[config.mk]
export PLATFORM = sky130hd
export DESIGN_NAME = regxfer_seq
export DESIGN_NICKNAME = d
export VERILOG_FILES = /design/src/rtl/regxfer_seq.sv
export SDC_FILE = /design/constraint.sdc
export NUM_CORES = 1
export LEC_CHECK = 0
export ABC_AREA = 1
export BUFFER_PORTS_ARGS = -buffer_cell sky130_fd_sc_hd__buf_2
export CAP_MARGIN = 20
export CORE_ASPECT_RATIO = 1.25
export CORE_MARGIN = 5
export CORE_UTILIZATION = 62
export DETAILED_ROUTE_END_ITERATION = 8
export PLACE_DENSITY_LB_ADDON = 0.25
export RECOVER_POWER = 100
export SYNTH_ARGS = -nofsm -noshare
export SYNTH_HDL_FRONTEND = slang
export SYNTH_SLANG_ARGS = --single-unit
[constraint.sdc]
create_clock -name clk -period 7.3 [get_ports clk]
set_clock_uncertainty 0.05 [all_clocks]
set_input_delay 2.19 -clock clk [delete_from_list [all_inputs] [get_ports clk]]
set_output_delay 2.19 -clock clk [all_outputs]
set_load 0.01 [all_outputs]
[src/rtl/regxfer_seq.sv]
module regxfer_seq #(
  parameter int W = 16
) (
  input  logic         clk,
  input  logic         rst_n,
  input  logic         start,
  input  logic         op_exg,
  input  logic [7:0]   post,
  input  logic         wr_en,
  input  logic [3:0]   wr_sel,
  input  logic [W-1:0] wr_data,
  output logic         busy,
  output logic         done,
  output logic [W-1:0] rd_d,
  output logic [W-1:0] rd_x,
  output logic [W-1:0] rd_y,
  output logic [W-1:0] rd_u,
  output logic [W-1:0] rd_s,
  output logic [W-1:0] rd_dpcc,
  output logic [W-1:0] dp_base
);
  localparam int H = W / 2;
  localparam logic [3:0] CPY_LEN = 4'd6;
  localparam logic [3:0] SWP_LEN = 4'd8;
  localparam logic [2:0] NONE = 3'd7;

  logic [W-1:0] rf [6];
  logic [W-1:0] tmp;
  logic [15:0]  ir;
  logic [3:0]   cyc;
  logic [2:0]   s1, s2, ws;
  logic         mode, ok;
  logic [3:0]   last;

  function automatic logic [2:0] slot_of(input logic [3:0] c);
    case (c)
      4'd0: slot_of = 3'd0;
      4'd1: slot_of = 3'd1;
      4'd2: slot_of = 3'd2;
      4'd3: slot_of = 3'd3;
      4'd4: slot_of = 3'd4;
      4'd6: slot_of = 3'd5;
      default: slot_of = NONE;
    endcase
  endfunction

  assign mode = ir[8];
  assign s1   = slot_of(ir[7:4]);
  assign s2   = slot_of(ir[3:0]);
  assign ws   = slot_of(wr_sel);
  assign ok   = (s1 != NONE) && (s2 != NONE);
  assign last = mode ? SWP_LEN : CPY_LEN;
  assign busy = (cyc != 4'd0);

  assign rd_d    = rf[0];
  assign rd_x    = rf[1];
  assign rd_y    = rf[2];
  assign rd_u    = rf[3];
  assign rd_s    = rf[4];
  assign rd_dpcc = rf[5];
  assign dp_base = {rf[5][W-1:H], {H{1'b0}}};

  always_ff @(posedge clk) begin
    if (!rst_n) begin
      for (int i = 0; i < 6; i++) rf[i] <= '0;
      tmp  <= '0;
      ir   <= '0;
      cyc  <= '0;
      done <= 1'b0;
    end else begin
      done <= 1'b0;
      if (!busy) begin
        if (start) begin
          ir  <= {7'd0, op_exg, post};
          cyc <= 4'd1;
        end else if (wr_en) begin
          if (wr_sel == 4'd8)      rf[0][W-1:H] <= wr_data[H-1:0];
          else if (wr_sel == 4'd9) rf[0][H-1:0] <= wr_data[H-1:0];
          else if (ws != NONE)     rf[ws] <= wr_data;
        end
      end else begin
        cyc <= cyc + 4'd1;
        if (ok) begin
          case (cyc)
            4'd3: tmp[H-1:0] <= rf[s1][H-1:0];
            4'd4: tmp[W-1:H] <= rf[s1][W-1:H];
            4'd5: if (mode) rf[s1][H-1:0] <= rf[s2][H-1:0];
                  else      rf[s2][H-1:0] <= tmp[H-1:0];
            4'd6: if (mode) rf[s1][W-1:H] <= rf[s2][W-1:H];
                  else      rf[s2][W-1:H] <= tmp[W-1:H];
            4'd7: rf[s2][H-1:0] <= tmp[H-1:0];
            4'd8: rf[s2][W-1:H] <= tmp[W-1:H];
            default: ;
          endcase
        end
        if (cyc == last) begin
          cyc  <= 4'd0;
          done <= 1'b1;
        end
      end
    end
  end


  done_pulse_chk: assert property (@(posedge clk) disable iff (!rst_n)
    done |=> !done);


  done_end_chk: assert property (@(posedge clk) disable iff (!rst_n)
    done |-> (!busy && $past(busy)));


  seq_len_chk: assert property (@(posedge clk) disable iff (!rst_n)
    done |-> ($past(cyc) == (mode ? SWP_LEN : CPY_LEN)));


  start_ignored_chk: assert property (@(posedge clk) disable iff (!rst_n)
    (busy && start && cyc != last) |=> (cyc == $past(cyc) + 4'd1));


  bad_code_chk: assert property (@(posedge clk) disable iff (!rst_n)
    (busy && !ok) |=> $stable({rd_d, rd_x, rd_y, rd_u, rd_s, rd_dpcc}));


  busy_write_chk: assert property (@(posedge clk) disable iff (!rst_n)
    (busy && wr_en && (cyc < 4'd5)) |=> $stable({rd_d, rd_x, rd_y, rd_u, rd_s, rd_dpcc}));
endmodule

==> impl_metrics.toml, run 1 <==
[run_status]
status = "complete, no violations"

[sta]
rsz0062_at_grt = "false"
fin_crit_sh_pct = 83.0
setup_slack_ns = 1.24
maxSlewViolCount = 0
finalHoldViolations = 0
min_period_ns = 6.06
finalSetupTns_ns = 0
fmax_mhz = 165
setup_viol = 0
tightest_slew_ns = 1.39
max_slew_margin_pct = 7.10

[layout]
final_common_cell = "nand2_1"
n_antenna_cell = 0
syn2layout_area_growth_pct = 11.5
fin_nets = 1369
final_cell_mix = "293 x nand2_1, 200 x nor2_1, 138 x inv_1"
final_util_pct = 69.6
drive_gt1_share_pct = 7.37
fillers = 1294

[clocking]
cts_setup_buffers = 0
clockRootBuffer = "clkbuf_16"
cts_sinks = 158
ctsResizeCount = 0
clk_latency_ns = 0.43
h-tree-depth = 4
clockBufferDepth = 2
clk_pin_slew_worst_paths_ns = 0.06
cts_tree = "built"
hold_buffers = 0
numCtsBuffers = 17

[worst_setup_path]
critPathMaxFanout = 27
crit_top_cell = "nand2_1"
r2r-end = "rf[3][3]"
cp_top_family = "buffers and inverters"
path_cells = "clkbuf_1 > inv_1 > nor2_1 > nand2_1 > nor2_4 > nor2_8 > inv_4 > nand2_1 > nand2_2 > nand3_1 > a21oi_1"
cp-start-kind = "input port"
cp.required_ns = 7.30
rr_startpoint = "ir[6]"
cpPeakStageDelay_ns = 0.99
reg2regPathDepth = 11
cp_slowest_cell = "clkbuf_1"
rrSetupSlack_ns = 3.70
arrival_ns = 6.06
crit_type = "in2reg"
endpoint_kind = "register"
worst-path-buf-inv = 3

[detailed_routing]
dr.pass1.iters = 5
routed_via_density = 5.74
ant_nets = 0
drc = 0
drt_iter0_markers = 830
wl_per_cell_um = 18.2
routed_wl_um = 27700
via_count = 8759

[floorplanning]
dieArea_um2 = 17500
coreArea_um2 = 14800
start_util_pct = 62.4
fp-row-count = 50
die_w_um = 119
die_h_um = 147
io_pins = 147

[place]
dp_hpwl_um = 19600
io_buffers = 138
routabilityCongestion = 0.925
place_ws_ns = 1.62

[global_routing]
grt_usage_pct = 31.4
grt_pass1_wl_um = 42400
grt_max_degree = 67
antenna_found_initial = 0
grt_pass1_vias = 8306
grt_overflow = 0

[power_and_ir_drop]
vdd_ir_drop_max_uv = 158
p_total_mw = 2.52
leakage_nw = 4.54
p_per_area_nw_per_um2 = 244

[hold_path]
min_to = "ir[0]"
hp-start = "ir[0]"
hold_depth = 2
holdCritPathClass = "reg2reg"

[yosys]
syn-cell-area_um2 = 9250
syn_inst = 1199
synth_warnings = 0
ys_ff_latch = 158
avgSynthCellArea_um2 = 7.72
netlist-cell-type-count = 36
yosysSeqAreaShare_pct = 48.0

[flow_run]
max_cap_viol_count = 0
[cell families (layout without fill, tap and decap cells)]
kind of cell / count (synthesis) / count (layout) / synth area share (%)
and+or+nand+nor: 636 / 636 / 30.6
buffers and inverters: 216 / 321 / 9.86
xor gates and xnor gates: 1 / 1 / 0.0947
other: 1 / 40 / 0.0405
AOI/OAI and AO/OA: 183 / 183 / 10.9
adders and majority gates: 4 / 4 / 0.541
DFF: 158 / 158 / 48.0
[worst min-delay path, delay by kind of cell, from the launching register on]
| family | cells | cell delay, ns |
|---|---|---|
| DFF | 1 | 0.32 |
| and+or+nand+nor | 1 | 0.07 |
| AOI/OAI and AO/OA | 1 | 0.05 |
[state kept, by name, indices dropped and copies added (netlist names)]
| name | cells |
|---|---|
| cyc | 4 |
| done | 1 |
| ir | 9 |
| rf | 128 |
| tmp | 16 |
[cells in the mapped netlist]
| master | count | share of area [%] |
|---|---|---|
| nand2_1 | 287 | 12 |
| nor2_1 | 189 | 7.7 |
| inv_1 | 139 | 5.6 |
| edfxtp_1 | 128 | 42 |
| nand3_1 | 91 | 4.9 |
| o21ai_0 | 85 | 4.6 |
| a21oi_1 | 65 | 3.5 |
| dfxtp_1 | 30 | 6.5 |
| clkbuf_1 | 29 | 1.2 |
| o211ai_1 | 24 | 1.9 |
| nor3_1 | 21 | 1.1 |
| buf_2 | 20 | 1.1 |
| buf_4 | 17 | 1.4 |
| nand2_4 | 10 | 1.2 |
| nor2_2 | 9 | 0.61 |
| nand2_2 | 8 | 0.54 |
| nor2_4 | 6 | 0.73 |
| nand4_1 | 5 | 0.34 |
| buf_1 | 4 | 0.16 |
| ha_1 | 4 | 0.54 |
| nand4_4 | 4 | 0.92 |
| o21ai_1 | 4 | 0.22 |
| inv_2 | 3 | 0.12 |
| nand3_2 | 3 | 0.32 |
| inv_4 | 2 | 0.14 |
| nor2_8 | 2 | 0.43 |
| a21oi_2 | 1 | 0.095 |
| a21oi_4 | 1 | 0.18 |
| a221oi_1 | 1 | 0.095 |
| buf_6 | 1 | 0.12 |
| clkinv_1 | 1 | 0.041 |
| conb_1 | 1 | 0.041 |
| nand3b_1 | 1 | 0.081 |
| o211ai_2 | 1 | 0.14 |
| o21a_1 | 1 | 0.081 |
| xor2_1 | 1 | 0.095 |
[how the worst max path moves through the flow]
stage / startpoint / endpoint / slack, ns / cells past startpoint
6_report: rst_n / rf[5][6] / 1.24 / 11
5_1_grt: rst_n / rf[5][5] / 1.14 / 11
4_1_cts: rst_n / rf[5][6] / 2.07 / 11
3_5_place_dp: rst_n / rf[5][3] / 1.62 / 11
3_3_place_gp: rst_n / rf[5][2] / 1.67 / 11
2_1_floorplan: rst_n / rf[5][10] / 3.29 / 10
[area by class of cell]
type / count / area (µm²) / share of cell area (%)
tap: 182 / 228 / 2.21
clock inverter: 11 / 145 / 1.41
inverter: 145 / 549 / 5.33
sequential: 158 / 4440 / 43.1
timing repair buffer: 146 / 618 / 5.99
clock buffer: 19 / 433 / 4.20
multi-input combinational: 864 / 3900 / 37.8
[where the power goes]
part	switching, mW	internal (mW)
clock network	0.349	0.532
logic	0.431	0.156
registers	0.0354	1.02
[through the flow]
stage	cell area, µm²	cells	hold slack (ns)
5_1_grt	10300	1525	0.462
3_5_place_dp	10000	1495	0.429
6_report	10300	1525	0.440
2_1_floorplan	9400	1238	0.395
3_3_place_gp	10000	1495	0.430
4_1_cts	10600	1525	0.438
[layer usage]
metal	global-route usage, %	vias to the layer above	wire length [µm]
met1	35.2	4007	9690
met3	6.24	123	2410
li1	-	4117	-
met2	53.7	512	13600
met5	0	-	0
met4	21.0	0	2040
Note: power is estimated with default switching activity, not from simulation.
==> run 2, diff against run 1 <==
- ABC_AREA: 1 -> 0
- CORE_UTILIZATION: 62 -> 52
- clock period: 7.3 -> 5.25 ns (I/O delays scaled with it)
==> run 2 against run 1 <==
The run now ends with capacitance limit, slew limit left; combinational power up 12%; largest cell class unchanged; cell count decreased by 25%; utilization shrank 9.8 points; sequential share of layout area up 1.4 points; sequential power is 41% higher; highest routed layer unchanged; area after synthesis decreased by 5.1%; count of clock-buffer cells in the layout increased by 3; first-iteration DRC count decreased by 27%.
==> impl_metrics.toml, run 2 <==
[run_status]
status = "complete, but fails checks"
failed_checks = "capacitance limit, slew limit"

[place]
dp_hpwl_um = 18700
io_buffers = 138
place_ws_ns = 1.02
routabilityCongestion = 0.943
post_dp_cell_area_um2 = 9610

[yosys]
synth_fa_ha_area_share_pct = 0.570
avgSynthCellArea_um2 = 11.4
synth_top_flop_cell = "edfxtp_1"
yosysTopAreaCellShare_pct = 43.8
synthSimpleGateAreaFrac_pct = 12.8
synth-compound-area-share_pct = 14.5
yosysSeqAreaShare_pct = 50.6
yosys.cell_count.top_type = "edfxtp_1"
ys_ff_latch = 158
synth_edf_count = 128
yosysTopAreaCell = "edfxtp_1"
ys_top_cells_by_area = "edfxtp_1 44%, mux2i_1 10%, dfxtp_1 6.8%, mux4_2 4.1%, nor2_1 4.0%"
netlist-cell-type-count = 69
syn-cell-area_um2 = 8780
synthMuxAreaShare_pct = 15.6
async_flop_share_pct = 0
syn_inst = 772
synth_commonest_cells = "128 x edfxtp_1, 94 x nor2_1, 91 x mux2i_1"
synth_top_family_by_area = "multiplexers"
synth_warnings = 0
synth_xor_area_share_pct = 0.0997

[sta]
tightest_slew_ns = 1.58
fin_crit_sh_pct = 83.1
setup_slack_ns = 0.885
setup_viol = 0
fmax_mhz = 229
maxSlewViolCount = 45
finalSetupTns_ns = 0
min_period_ns = 4.36
finalHoldViolations = 0
rsz0062_at_grt = "false"
max_slew_margin_pct = -5.24

[worst_setup_path]
cp.required_ns = 5.26
critPathMaxFanout = 22
arrival_ns = 4.37
cp_slowest_cell = "a21oi_1"
endpoint_kind = "register"
cpPeakStageDelay_ns = 0.87
reg2regPathDepth = 6
crit_top_cell = "clkbuf_1"
path_cells = "clkbuf_1 > nand3_1 > a21oi_1 > nor3_1 > o21ai_2 > clkbuf_1 > nand2_1"
cp_top_family = "compound AO/OA/AOI/OAI gates"
cp-start-kind = "input port"
crit_type = "in2reg"
worst-path-buf-inv = 2
cp.depth = 7

[layout]
largest-register = "rf"
largest_reg_flops = 128
final_cell_mix = "128 x edfxtp_1, 111 x clkbuf_1, 94 x nor2_1"
top_regs = "rf: 128 flops, tmp: 16 flops, ir: 9 flops"
fin_nets = 952
fillers = 1481
final_common_cell = "edfxtp_1"
fin_area_um2 = 10000
drive_gt1_share_pct = 12.4
n_antenna_cell = 0
syn2layout_area_growth_pct = 13.8

[hold_path]
hold_depth = 1
holdCritPathClass = "reg2reg"

[detailed_routing]
routed_via_density = 6.07
routed_wl_um = 25800
dr.pass1.iters = 6
ant_nets = 0
via_count = 6965
drc = 0
wl_per_cell_um = 22.4
drt_iter0_markers = 603

[floorplanning]
dieArea_um2 = 19600
fp-row-count = 53
die_h_um = 155
coreArea_um2 = 16700
io_pins = 147
die_w_um = 126
start_util_pct = 52.6

[clocking]
h-tree-depth = 4
cts_sinks = 158
numCtsBuffers = 17
cts_tree = "built"
clockBufferDepth = 2
clk_pin_slew_worst_paths_ns = 0.06
clockRootBuffer = "clkbuf_16"
clk_latency_ns = 0.43
ctsResizeCount = 0
cts_setup_buffers = 0
hold_buffers = 0

[global_routing]
grt_overflow = 0
grt_max_degree = 45
grt_pass1_wl_um = 39400
grt_pass1_vias = 7003
antenna_found_initial = 0
grt_usage_pct = 26.5

[power_and_ir_drop]
leakage_nw = 4.04
vdd_ir_drop_max_uv = 214
p_total_mw = 3.34
p_per_area_nw_per_um2 = 334

[flow_run]
max_cap_viol_count = 1
## run 2: changes by cell type after synthesis, sizes merged, moves of 17 or more
cell	change
nand3	-88
nor2	-111
a21oi	-45
nand2	-234
o221ai	+24
inv	-113
o21ai	-56
o211a	+17
mux2i	+91
## run 2: cell type report
cell class                      count  area (µm²)  share of cell area, %
Clock inverter                     10         105                   1.05
Clock buffer                       22         464                   4.64
Multi-Input combinational cell    555        3940                   39.4
Timing Repair Buffer              150         641                   6.41
Sequential cell                   158        4450                   44.5
Inverter                           33         124                   1.24
Tap cell                          220         275                   2.75
## run 2: logic make-up after synthesis
kind of cell / after synthesis
compound gates: 167
xor+xnor: 1
fa+ha+maj: 4
buf+inv: 98
flops: 158
mux: 116
other cells: 1
simple gates: 227
## run 2: path summary, 6_finish.rpt
kind	end	slack [ns]	from
max reg2reg	rf[7][4]	1.61	ir[3]
max	rf[4][0]	0.89	rst_n
min	tmp[9]	0.44	tmp[9]
min reg2reg	tmp[9]	0.44	tmp[9]
## run 2: metrics by stage
stage               utilization, %  std cells  hold WS (ns)
floorplan                        -        811         0.414
global placement              57.5       1116         0.427
detailed placement            57.5       1116         0.432
CTS                           60.9       1148         0.445
global route                  59.8       1148         0.464
finish                        59.8       1148         0.442
## run 2: power by group
group          total, mW  internal (mW)  switching (mW)  leakage (nW)
registers           1.48           1.41          0.0698          1.57
logic              0.657          0.259           0.397          2.21
clock network       1.20          0.685           0.512         0.262
## run 2: per-layer routing
metal,vias to the layer above,GRT usage [%],wire (µm)
li1,3136,-,-
met1,3378,30.8,9420
met2,382,46.8,13000
met3,69,4.95,2060
met4,0,13.0,1290
met5,-,0,0
==> run 3, diff against run 2 <==
- CORE_UTILIZATION: 52 -> 57
- clock period: 5.25 -> 4.55 ns (I/O delays scaled with it)
==> run 3 against run 2 <==
The run now ends clean; hold slack improved by 0.0061 ns; register-to-register slack got worse by 0.90 ns; die area fell by 8.2%; power rose by 16%; count of clock-buffer cells in the layout fell by 5; clock power rose by 17%; final area barely moved; utilization rose by 6.5 points; cell count fell by 0.87%; sequential share of layout area barely moved; non-clock buffer count rose by 2; flip-flop and latch count did not move; critical endpoint is now rf[7][10].
==> impl_metrics.toml, run 3 (same netlist as run 2, synthesis figures left out) <==
[global_routing]
antenna_found_initial = 0
grt_pass1_vias = 7052
grt_pass1_wl_um = 39700
grt_usage_pct = 29.5
grt_overflow = 0
grt_max_degree = 42

[layout]
multi_input_area_um2 = 3940
fillers = 1247
ff_latch_area_um2 = 4450
final_common_cell = "edfxtp_1"
largest-register = "rf"
top_regs = "rf: 128 flops, tmp: 16 flops, ir: 9 flops"
final_cell_mix = "128 x edfxtp_1, 109 x clkbuf_1, 95 x nor2_1"
drive_gt1_share_pct = 12.7
largest_reg_flops = 128
stdcell_count = 1138
n_antenna_cell = 0
final_util_pct = 66.3
fin_area_um2 = 10000
syn2layout_area_growth_pct = 13.8
fin_nets = 954

[worst_setup_path]
cp-start-kind = "register"
rrSetupSlack_ns = 0.71
cp.required_ns = 4.65
arrival_ns = 3.94
crit_type = "reg2reg"
critPathMaxFanout = 17
endpoint_kind = "register"

[sta]
rsz0062_at_grt = "false"
max_slew_margin_pct = 5.44
fin_crit_sh_pct = 84.4
fmax_mhz = 260
whs_ns = 0.448
tightest_slew_ns = 1.42
setup_viol = 0
min_period_ns = 3.84
maxSlewViolCount = 0
finalSetupTns_ns = 0
finalHoldViolations = 0

[clocking]
clockRootBuffer = "clkbuf_16"
cts_tree = "built"
cts_sinks = 158
clk_pin_slew_worst_paths_ns = 0.06
cts_setup_buffers = 0
h-tree-depth = 4
hold_buffers = 0
clockBufferDepth = 2
clk_latency_ns = 0.44
numCtsBuffers = 17
ctsResizeCount = 0

[power_and_ir_drop]
netSwitchingPower_mw = 1.18
power_frac_seq_pct = 44.3
power.share.clock_pct = 36.2
p_comb_share_pct = 19.5
leakage_nw = 4.08
switching_share_pct = 30.4
vdd_ir_drop_max_uv = 295
p_per_area_nw_per_um2 = 388
intPower_mw = 2.70

[floorplanning]
die_w_um = 121
die_h_um = 149
fp-row-count = 50
start_util_pct = 58.2
io_pins = 147
dieArea_um2 = 18000
coreArea_um2 = 15100

[place]
placedCellCount = 1106
io_buffers = 138
dp_hpwl_um = 18700
post_dp_cell_area_um2 = 9610
routabilityCongestion = 0.943

[detailed_routing]
routed_via_density = 6.28
drc = 0
routed_wl_um = 26200
via_count = 7145
ant_nets = 0
drt_iter0_markers = 741
wl_per_cell_um = 23.1
dr.pass1.iters = 6

[hold_path]
holdCritPathClass = "reg2reg"

[run_status]
status = "complete, no violations"

[flow_run]
max_cap_viol_count = 0
-- run 3: changes by cell type in the layout (fill, tap and decap cells not counted), moves of 2 or more --
cell	before	now
inv_6	3	5
o21ai_0	27	29
nand2_4	0	2
clkinv_4	0	2
clkinvlp_4	5	3
clkbuf_1	111	109
nand2_1	71	69
clkbuf_8	2	0
-- run 3: critical path, stage by stage, from the launching register on --
cell	delay, ns
dfxtp_1	0.87
inv_1	0.50
and2_0	0.78
o221ai_1	0.49
o211ai_1	0.15
a31oi_1	0.52
inv_1	0.18
-- run 3: per-layer routing --
layer	part of all wire (%)	GRT usage (%)	vias to the layer above	wire, µm
li1	-	-	3148	-
met1	35	34.8	3460	9260
met2	49	49.4	444	13000
met3	9.1	5.39	93	2390
met4	6.2	18.9	0	1620
met5	0	0	-	0
-- run 3: stage by stage --
stage | setup slack (ns) | power (mW)
floorplan | 1.27 | 2.27
global placement | 0.720 | 2.50
detailed placement | 0.680 | 2.50
CTS | 1.02 | 3.89
global route | 0.437 | 4.00
finish | 0.708 | 3.88
-- run 3: cell type report --
cell class	instances	area share [%]
clock inverter	15	1.56
sequential	158	44.5
clock buffer	17	4.25
multi-input combinational	555	39.4
timing repair buffer	152	6.52
inverter	33	1.24
tap	208	2.60
-- run 3: power groups by stage --
stage          clock, mW  sequential (mW)  combinational [mW]
2_1_floorplan          0             1.72               0.552
3_3_place_gp           0             1.74               0.752
3_5_place_dp           0             1.75               0.758
4_1_cts             1.41             1.72               0.761
5_1_grt             1.47             1.73               0.801
6_report            1.40             1.72               0.755
-- run 3: worst paths after layout --
path | depth (start not counted) | startpoint | end
setup / recovery | 6 | ir[3] | rf[7][10]
hold / removal | 1 | tmp[11] | tmp[11]
setup reg to reg | 6 | ir[3] | rf[7][10]
hold reg to reg | 1 | tmp[11] | tmp[11]
